--- src/rtl/redial_pkg.sv ---
package redial_pkg;
  typedef logic [3:0] code_t;

  localparam code_t ENT_HASH  = 4'd11;
  localparam code_t ENT_PAUSE = 4'd12;
  localparam code_t ENT_TONE  = 4'd13;
  localparam code_t ENT_FLASH = 4'd14;
  localparam code_t ENT_EMPTY = 4'd15;

  localparam code_t KEY_RP    = 4'd12;
  localparam code_t KEY_TONE  = 4'd13;
  localparam code_t KEY_FLASH = 4'd14;
  localparam code_t KEY_CHECK = 4'd15;

  typedef enum logic [1:0] {ACT_NONE, ACT_STORE, ACT_REDIAL, ACT_CHECK} act_e;

  function automatic logic is_dial_key(input code_t k);
    return k <= ENT_HASH;
  endfunction
endpackage

--- src/rtl/redial_keyclass.sv ---
module redial_keyclass
  import redial_pkg::*;
(
  input  code_t key_code,
  input  logic  first_key,
  input  logic  store_mode,
  input  logic  seq_busy,
  output act_e  act,
  output code_t entry,
  output logic  uses_first
);
  always_comb begin
    act        = ACT_NONE;
    entry      = ENT_EMPTY;
    uses_first = 1'b1;
    if (is_dial_key(key_code)) begin
      act   = ACT_STORE;
      entry = key_code;
    end else begin
      unique case (key_code)
        KEY_RP: begin
          if (first_key) act = ACT_REDIAL;
          else begin
            act   = ACT_STORE;
            entry = ENT_PAUSE;
          end
        end
        KEY_TONE: begin
          act   = ACT_STORE;
          entry = ENT_TONE;
        end
        KEY_FLASH: begin
          if (store_mode) begin
            act   = ACT_STORE;
            entry = ENT_FLASH;
          end
        end
        default: begin
          uses_first = 1'b0;
          if (!seq_busy) act = ACT_CHECK;
        end
      endcase
    end
  end
endmodule

--- src/rtl/redial_store.sv ---
module redial_store
  import redial_pkg::*;
#(
  parameter int DEPTH = 32,
  parameter int AW    = $clog2(DEPTH),
  parameter int CW    = $clog2(DEPTH + 1)
) (
  input  logic          clk,
  input  logic          rst_n,
  input  logic          wr_en,
  input  logic          wr_fresh,
  input  code_t         wr_code,
  input  logic [AW-1:0] rd_a_addr,
  output code_t         rd_a_code,
  input  logic [AW-1:0] rd_b_addr,
  output code_t         rd_b_code,
  output logic [CW-1:0] count,
  output logic          ovf
);
  code_t           slot_q [DEPTH];
  logic [CW-1:0]   count_q;
  logic            ovf_q;
  logic [AW-1:0]   wr_idx;
  logic            do_write;
  logic            ovf_set;
  logic [DEPTH-1:0] slot_we;

  assign wr_idx   = wr_fresh ? '0 : AW'(count_q);
  assign do_write = wr_en && (wr_fresh || (count_q < CW'(DEPTH)));
  assign ovf_set  = wr_en && !wr_fresh && (count_q == CW'(DEPTH));

  for (genvar g = 0; g < DEPTH; g++) begin : g_we
    assign slot_we[g] = do_write && (wr_idx == AW'(g));
  end

  always_ff @(posedge clk or negedge rst_n) begin
    if (!rst_n) begin
      for (int i = 0; i < DEPTH; i++) slot_q[i] <= ENT_EMPTY;
    end else begin
      for (int i = 0; i < DEPTH; i++)
        if (slot_we[i]) slot_q[i] <= wr_code;
    end
  end

  always_ff @(posedge clk or negedge rst_n) begin
    if (!rst_n) begin
      count_q <= '0;
      ovf_q   <= 1'b0;
    end else begin
      if (do_write) count_q <= wr_fresh ? CW'(1) : count_q + CW'(1);
      if (wr_en && wr_fresh) ovf_q <= 1'b0;
      else if (ovf_set)      ovf_q <= 1'b1;
    end
  end

  function automatic code_t pick(input logic [AW-1:0] a, input logic [CW-1:0] n,
                                 input code_t v);
    return (CW'(a) < n) ? v : ENT_EMPTY;
  endfunction

  assign rd_a_code = pick(rd_a_addr, count_q, slot_q[rd_a_addr]);
  assign rd_b_code = pick(rd_b_addr, count_q, slot_q[rd_b_addr]);
  assign count     = count_q;
  assign ovf       = ovf_q;
endmodule

--- src/rtl/redial_replay.sv ---
module redial_replay #(
  parameter int DEPTH = 32,
  parameter int AW    = $clog2(DEPTH),
  parameter int CW    = $clog2(DEPTH + 1)
) (
  input  logic          clk,
  input  logic          rst_n,
  input  logic          start,
  input  logic          abort,
  input  logic [CW-1:0] count,
  input  logic          out_ready,
  output logic          out_valid,
  output logic [AW-1:0] rd_addr
);
  logic          active_q;
  logic [AW-1:0] idx_q;
  logic          last;

  assign last = (CW'(idx_q) + CW'(1)) == count;

  always_ff @(posedge clk or negedge rst_n) begin
    if (!rst_n) begin
      active_q <= 1'b0;
      idx_q    <= '0;
    end else if (abort) begin
      active_q <= 1'b0;
    end else if (start) begin
      active_q <= 1'b1;
      idx_q    <= '0;
    end else if (active_q && out_ready) begin
      if (last) active_q <= 1'b0;
      else      idx_q    <= idx_q + AW'(1);
    end
  end

  assign out_valid = active_q;
  assign rd_addr   = idx_q;
endmodule

--- src/rtl/redial_check.sv ---
module redial_check #(
  parameter int GROUPS = 2,
  parameter int GW     = (GROUPS > 1) ? $clog2(GROUPS) : 1
) (
  input  logic          clk,
  input  logic          rst_n,
  input  logic          enter,
  input  logic          step,
  input  logic          quit,
  output logic          active,
  output logic [GW-1:0] group
);
  logic          active_q;
  logic [GW-1:0] group_q;

  always_ff @(posedge clk or negedge rst_n) begin
    if (!rst_n) begin
      active_q <= 1'b0;
      group_q  <= '0;
    end else if (quit) begin
      active_q <= 1'b0;
      group_q  <= '0;
    end else if (enter) begin
      active_q <= 1'b1;
      group_q  <= '0;
    end else if (step && active_q) begin
      if (group_q == GW'(GROUPS - 1)) begin
        active_q <= 1'b0;
        group_q  <= '0;
      end else begin
        group_q <= group_q + GW'(1);
      end
    end
  end

  assign active = active_q;
  assign group  = group_q;
endmodule

--- src/rtl/redial_mem_ctrl.sv ---
module redial_mem_ctrl
  import redial_pkg::*;
#(
  parameter int DEPTH    = 32,
  parameter int GROUP_SZ = 16,
  parameter int GROUPS   = DEPTH / GROUP_SZ,
  parameter int GW       = (GROUPS > 1) ? $clog2(GROUPS) : 1,
  parameter int IW       = $clog2(GROUP_SZ)
) (
  input  logic          clk,
  input  logic          rst_n,
  input  logic          off_hook,
  input  logic          seq_busy,
  input  logic          store_mode,
  input  logic          key_valid,
  input  logic [3:0]    key_code,
  output logic          out_valid,
  input  logic          out_ready,
  output logic [3:0]    out_code,
  output logic          chk_active,
  output logic [GW-1:0] chk_group,
  input  logic [IW-1:0] disp_idx,
  output logic [3:0]    disp_code
);
  localparam int AW = $clog2(DEPTH);
  localparam int CW = $clog2(DEPTH + 1);

  logic          hook_q, hook_rise, key_ok, normal_key;
  logic          first_q, fresh_q;
  act_e          act;
  code_t         entry;
  logic          uses_first;
  logic          store_wr, store_fresh, replay_start, chk_enter, chk_step;
  logic [CW-1:0] count;
  logic          ovf;
  logic [AW-1:0] rp_addr, dp_addr;

  function automatic logic [AW-1:0] disp_addr(input logic [GW-1:0] g,
                                               input logic [IW-1:0] i);
    return AW'(int'(g) * GROUP_SZ + int'(i));
  endfunction

  assign hook_rise    = off_hook && !hook_q;
  assign key_ok       = key_valid && off_hook && hook_q && !out_valid;
  assign normal_key   = key_ok && !chk_active;
  assign store_wr     = normal_key && (act == ACT_STORE);
  assign store_fresh  = fresh_q;
  assign replay_start = normal_key && (act == ACT_REDIAL) && (count != '0) && !ovf;
  assign chk_enter    = normal_key && (act == ACT_CHECK);
  assign chk_step     = key_ok && chk_active;
  assign dp_addr      = disp_addr(chk_group, disp_idx);

  always_ff @(posedge clk or negedge rst_n) begin
    if (!rst_n) begin
      hook_q  <= 1'b0;
      first_q <= 1'b0;
      fresh_q <= 1'b0;
    end else begin
      hook_q <= off_hook;
      if (hook_rise) begin
        first_q <= 1'b1;
        fresh_q <= 1'b1;
      end else begin
        if (normal_key && uses_first) first_q <= 1'b0;
        if (store_wr) fresh_q <= 1'b0;
      end
    end
  end

  redial_keyclass u_cls (
    .key_code  (key_code),
    .first_key (first_q),
    .store_mode(store_mode),
    .seq_busy  (seq_busy),
    .act       (act),
    .entry     (entry),
    .uses_first(uses_first)
  );

  redial_store #(.DEPTH(DEPTH)) u_store (
    .clk      (clk),
    .rst_n    (rst_n),
    .wr_en    (store_wr),
    .wr_fresh (store_fresh),
    .wr_code  (entry),
    .rd_a_addr(rp_addr),
    .rd_a_code(out_code),
    .rd_b_addr(dp_addr),
    .rd_b_code(disp_code),
    .count    (count),
    .ovf      (ovf)
  );

  redial_replay #(.DEPTH(DEPTH)) u_replay (
    .clk      (clk),
    .rst_n    (rst_n),
    .start    (replay_start),
    .abort    (!off_hook),
    .count    (count),
    .out_ready(out_ready),
    .out_valid(out_valid),
    .rd_addr  (rp_addr)
  );

  redial_check #(.GROUPS(GROUPS)) u_check (
    .clk   (clk),
    .rst_n (rst_n),
    .enter (chk_enter),
    .step  (chk_step),
    .quit  (!off_hook),
    .active(chk_active),
    .group (chk_group)
  );
endmodule

--- config.mk ---
export PLATFORM = sky130hd
export DESIGN_NAME = redial_mem_ctrl
export DESIGN_NICKNAME = d
export VERILOG_FILES = /design/src/rtl/redial_pkg.sv /design/src/rtl/redial_keyclass.sv /design/src/rtl/redial_store.sv /design/src/rtl/redial_replay.sv /design/src/rtl/redial_check.sv /design/src/rtl/redial_mem_ctrl.sv
export SDC_FILE = /design/constraint.sdc
export NUM_CORES = 1
export LEC_CHECK = 0
export BUFFER_PORTS_ARGS = -buffer_cell sky130_fd_sc_hd__buf_4
export CELL_PAD_IN_SITES_DETAIL_PLACEMENT = 2
export CELL_PAD_IN_SITES_GLOBAL_PLACEMENT = 2
export CORE_MARGIN = 2
export CORE_UTILIZATION = 46
export DETAILED_ROUTE_END_ITERATION = 7
export PLACE_DENSITY = 0.9
export SETUP_SLACK_MARGIN = 0.2
export SYNTH_ARGS = -nofsm -noshare
export SYNTH_HDL_FRONTEND = slang
export SYNTH_SLANG_ARGS = --single-unit
--- constraint.sdc ---
create_clock -name clk -period 3.3 [get_ports clk]
set_input_delay 0.33 -clock clk [delete_from_list [all_inputs] [get_ports clk]]
set_output_delay 0.33 -clock clk [all_outputs]
set_load 0.02 [all_outputs]
Word-level counts from Yosys, hierarchy flattened
Cells that the tools add are included.

operators by class
  eq/ne operators = 44
  div/mod/pow operators = 0
  add/sub/neg operators = 5
  shift-type cells = 0
  $mul = 0
  muxes and demuxes = 42
  reductions and logical operators = 66
  order comparisons = 6
  bitwise gates (word level) = 2

operators by type and width
  kind                                                 number
  equality test 5 bit, second input constant           16
  logical AND 1 bit                                    50
  binary-select mux 4 bit (select 5 bit)               2
  equality test 5 x 4 -> 1 bit, second input constant  8
  2-to-1 mux 4 bit                                     7
  2-to-1 mux 1 bit                                     22
  equality test 5 x 3 -> 1 bit, second input constant  4
  2-to-1 mux 5 bit                                     4
  equality test 4 bit, second input constant           3
  >= comparator 6 bit, second input constant           2
  less-than comparator 5 x 6 -> 1 bit                  2
  != test 3 x 1 -> 1 bit, second input constant        4
  NOT 5 -> 6 bit                                       2
  case mux 4 bit (3 select lines)                      1
  equality test 5 x 2 -> 1 bit, second input constant  2
  2-to-1 mux 2 bit                                     4
  nonzero test 2 bit                                   4
  adder 5 x 1 -> 6 bit, second input constant          1
  adder 6 x 1 -> 6 bit, second input constant          1
  equality test 6 bit                                  1
  equality test 6 bit, second input constant           1
  less-than comparator 6 bit, second input constant    1
  2-to-1 mux 6 bit                                     1
  case mux 2 bit (3 select lines)                      1
  other kinds (15)                                     21

storage, ports and cells
  bits in writable memories = 0
  logic and storage cells = 206
  ROM bits = 0
  memories kept = 0
  output and inout port bits = 11
  input port bits = 15
  latch bits = 0
  bits in registers = 146

Longest topological paths before layout
  word-level depth = 9
  depth in mapped cells = 10
  mapped depth without buffers = 8

By module
A second synthesis with hierarchy kept.

unflattened totals
  cells, all modules = 645
  area total of the unflattened synthesis = 8652.0 sq um

modules (own cells, without submodules)
  module           cells an instance  area an instance (sq um)  instances
  redial_store     548                7786.2                    1
  redial_replay    56                 510.5                     1
  redial_mem_ctrl  19                 176.4                     1
  redial_check     7                  97.6                      1
  redial_keyclass  15                 81.3                      1

Worst setup path before layout
OpenSTA, ideal clock, no wires.

  kind = register to output
  from = reg u_store.count_q[1], in the netlist u_store.count[1]
  to = out out_code[2]
  slack = 0.811 ns
  stages on the path, launching flop included = 10
  arrival = 2.159 ns
  required time = 2.970 ns
  cells stage by stage = dfrtp_1 -> clkbuf_1 -> inv_1 -> ha_1 -> nor2b_1 -> o21a_1 -> o21ai_0 -> a211oi_1 -> or2_2 -> o22a_1

on the way
  cells in the longest elaborated chain, start to end = 2

ends and longest elaborated chain
  item                                 RTL line               source
  start, declared                      redial_store.sv:21     logic [CW-1:0] count_q;
  start signal, assigned               redial_store.sv:50     if (do_write) count_q <= wr_fresh ? CW'(1) : count_q + CW'(1);
  less-than comparator 5 x 6 -> 1 bit  redial_store.sv:58     return (CW'(a) < n) ? v : ENT_EMPTY;
  2-to-1 mux 4 bit                     redial_store.sv:58
  end, declared                        redial_mem_ctrl.sv:19  output logic [3:0] out_code,

Every way passes these cells.

Final worst setup path
  from = reg u_store.count_q[4], in the netlist u_store.count[4]
  to = out disp_code[3]

on the way
  cells in the longest elaborated chain, start to end = 2

ends and longest elaborated chain
  item                                 RTL line               source
  less-than comparator 5 x 6 -> 1 bit  redial_store.sv:58
  2-to-1 mux 4 bit                     redial_store.sv:58
  end, declared                        redial_mem_ctrl.sv:23  output logic [3:0] disp_code

Every way passes these cells.

==> results_dict.tcl <==
set metrics [dict create \
    root_buffer "clkbuf_16" \
    cp_max_fo 8 \
    initial_core_util_pct 46.6 \
    required_ns 2.97 \
    first_iter_violations 675 \
    rrSetupSlack_ns 0.29 \
    max_freq_ghz 0.320 \
    yosysWarnings 0 \
    cts.htree.levels 4 \
    clockBufferDepth 2 \
    globalplace.congestion 0.929 \
    chipHeight_um 141 \
    wirelength_um 31900 \
    pin_count 26 \
    timing.rr.start "u_replay.rd_addr[0]" \
    ys_async_sr_fraction_pct 100 \
    dpl.hpwl_um 20000 \
    routedWlPerCell_um 36.2 \
    worstSetupPathType "reg -> out" \
    hold_viol 0 \
    synthTopCellsByArea "dfstp_2, mux4_2, mux2_2" \
    worst_ir_drop_vdd_mv 0.371 \
    p_leak_nw 3.84 \
    grt_pass1_wl_um 46800 \
    fin_worst_skew_ns 0.0109 \
    vias 6194 \
    hold_class "in -> async" \
    synth_edf_count 0 \
    cp.arrival_ns 2.79 \
    cts_buffers 17 \
    synth_top_area_share_pct 39.0 \
    drv_slew 0 \
    synthDistinctLibCells 58 \
    syn_area_sq_mm 0.00862 \
    placed_area_sq_mm 0.00903 \
    synth-seq-cells 146 \
    hold_ws_ns 0.00128 \
    fin_util_pct 52.6 \
    fillers 1679 \
    coreArea_sq_mm 0.0185 \
    final_layout_size_suffix_gt1_share_pct 68.0 \
    finalCritPeriodShare_pct 94.6 \
    synthToLayoutAreaGrowth_pct 12.9 \
    finalNetCount 661 \
    synthesis.instances 611 \
    path_clk_slew_ns 0.06 \
    grt_pass1_vias 6848 \
    hold_buffers 0 \
    dieArea_sq_mm 0.0199 \
    power.total_w 0.00481 \
    worstMarginPinSlew_ns 0.895 \
    synthTopCellsByCount "dfstp_2, mux2_2, mux4_2" \
    p_per_area_mw_per_mm2 495 \
    maxCapViolations 0 \
    multi_input_area_sq_mm 0.00461 \
    seq_area_sq_mm 0.00382 \
    syn_area_per_cell_sq_um 14.1 \
    slew_headroom_pct 40.3 \
    antenna_found_initial 3 \
    min_period_ns 3.12 \
    setup_violations 0 \
    cp-end-kind "output port" \
    start_kind "register" \
    ys.flop_type "dfstp_2" \
    clk_latency_ns 0.45 \
    fin_tns_setup_ns 0 \
    grt_start_max_net_pins 91 \
    ys_seq_area_share_pct 44.2 \
    r2r_end "u_replay.rd_addr[4]" \
    yosysTopAreaCell "dfstp_2" \
    route.detailed.drc 0 \
    rows 50 \
    reg2regPathDepth 9 \
    io_buffers 25 \
    cts_sinks 146 \
    globalRouteOverflowTotal 0 \
    cts_tree "built" \
    status "completed" \
    fp.dieW_um 141 \
    syn_nets 638 \
    first_pass_iters 6 \
    postRouteAntennaNets 0 \
    final_area_sq_mm 0.00973 \
    vias_per_cell 7.02 \
    rsz0062_at_grt "true" \
    grt_usage_pct 32.9 \
]
[layout make-up]
type	count	share of cell area [%]
inverter	9	0.386
clock buffer	19	4.55
tap	234	3.01
timing repair buffer	46	4.27
antenna	2	0.0514
sequential	146	39.3
clock inverter	12	1.13
multi-input combinational	414	47.3
[worst max-delay path: stages (launching register included)]
cell and delay, ns:
dfrtp_1 0.49, inv_2 0.16, ha_1 0.29, nor2b_1 0.16, a22o_1 0.23, a31oi_1 0.32
nand2_1 0.26, a2bb2oi_1 0.23, buf_4 0.19
[cell usage in the layout, fill, tap and decap left out, types with 4 or more instances in the layout]
cell / netlist / final
a21oi_1: 11 / 11
a2bb2oi_1: 4 / 4
and3_1: 5 / 5
buf_4: 0 / 39
clkbuf_16: 0 / 18
clkinv_4: 0 / 4
dfrtp_1: 18 / 13
dfrtp_2: 0 / 4
dfstp_2: 128 / 128
ha_1: 12 / 12
inv_1: 8 / 6
mux2_2: 128 / 128
mux2_4: 4 / 4
mux2i_1: 5 / 5
mux4_2: 76 / 76
nand2_1: 23 / 23
nand2b_1: 7 / 7
nand3_1: 8 / 8
nor2_1: 36 / 36
nor2_4: 8 / 8
nor2b_1: 6 / 5
o21ai_0: 13 / 12
o22a_1: 4 / 4
or3_1: 9 / 9
xnor2_1: 5 / 5
[stage by stage]
stage | instances | setup WS, ns
floorplan | 611 | 0.811
detailed placement | 839 | 0.429
CTS | 876 | 0.217
global route | 880 | 0.158
global placement | 839 | 0.515
finish | 882 | 0.178
[cells by family after synthesis]
family,synth area share (%)
muxes,37.8
xor gates and xnor gates,0.609
adders and majority gates,1.74
buffers and inverters,2.58
DFF,44.2
and+or+nand+nor,8.21
AOI/OAI and AO/OA,4.79
[worst max path at each step]
stage	startpoint	end	slack [ns]	cells past startpoint
2_1_floorplan	u_store.count[1]	out_code[2]	0.81	9
3_3_place_gp	u_replay.rd_addr[0]	out_code[2]	0.52	5
3_5_place_dp	u_replay.rd_addr[0]	out_code[3]	0.43	5
4_1_cts	u_store.count[4]	disp_code[3]	0.22	8
5_1_grt	u_store.count[4]	disp_code[3]	0.16	8
6_report	u_store.count[4]	disp_code[3]	0.18	8
[power breakdown]
part           switching [W]  internal, W  leakage [nW]
sequential          0.000153      0.00193          1.54
clock               0.000860      0.00105         0.269
combinational       0.000481     0.000333          2.03
total                0.00149      0.00332          3.84
[layer usage]
layer  wire length [um]  up-vias  GRT usage (%)
li1                   -     2383              -
met1              12300     3308           40.9
met2              15900      368           55.1
met3               2130      133           7.37
met4               1630        2           15.3
met5                 13        -              0
[repair_timing]
action                     CTS  global route
gates resized for setup      7             9
gates cloned                 0             1
pin swaps                    0             0
buffers inserted             6             3
setup endpoints to repair    8             8
[flip-flops by register name, summed over array words and instances, names as in the netlist]
register	flops
u_replay.out_valid	1
u_store.slot_q	128
fresh_q	1
u_replay.rd_addr	5
hook_q	1
u_store.count	6
u_check.active	1
u_store.ovf	1
first_q	1
u_check.group	1
(Power assumes the default switching activity.)
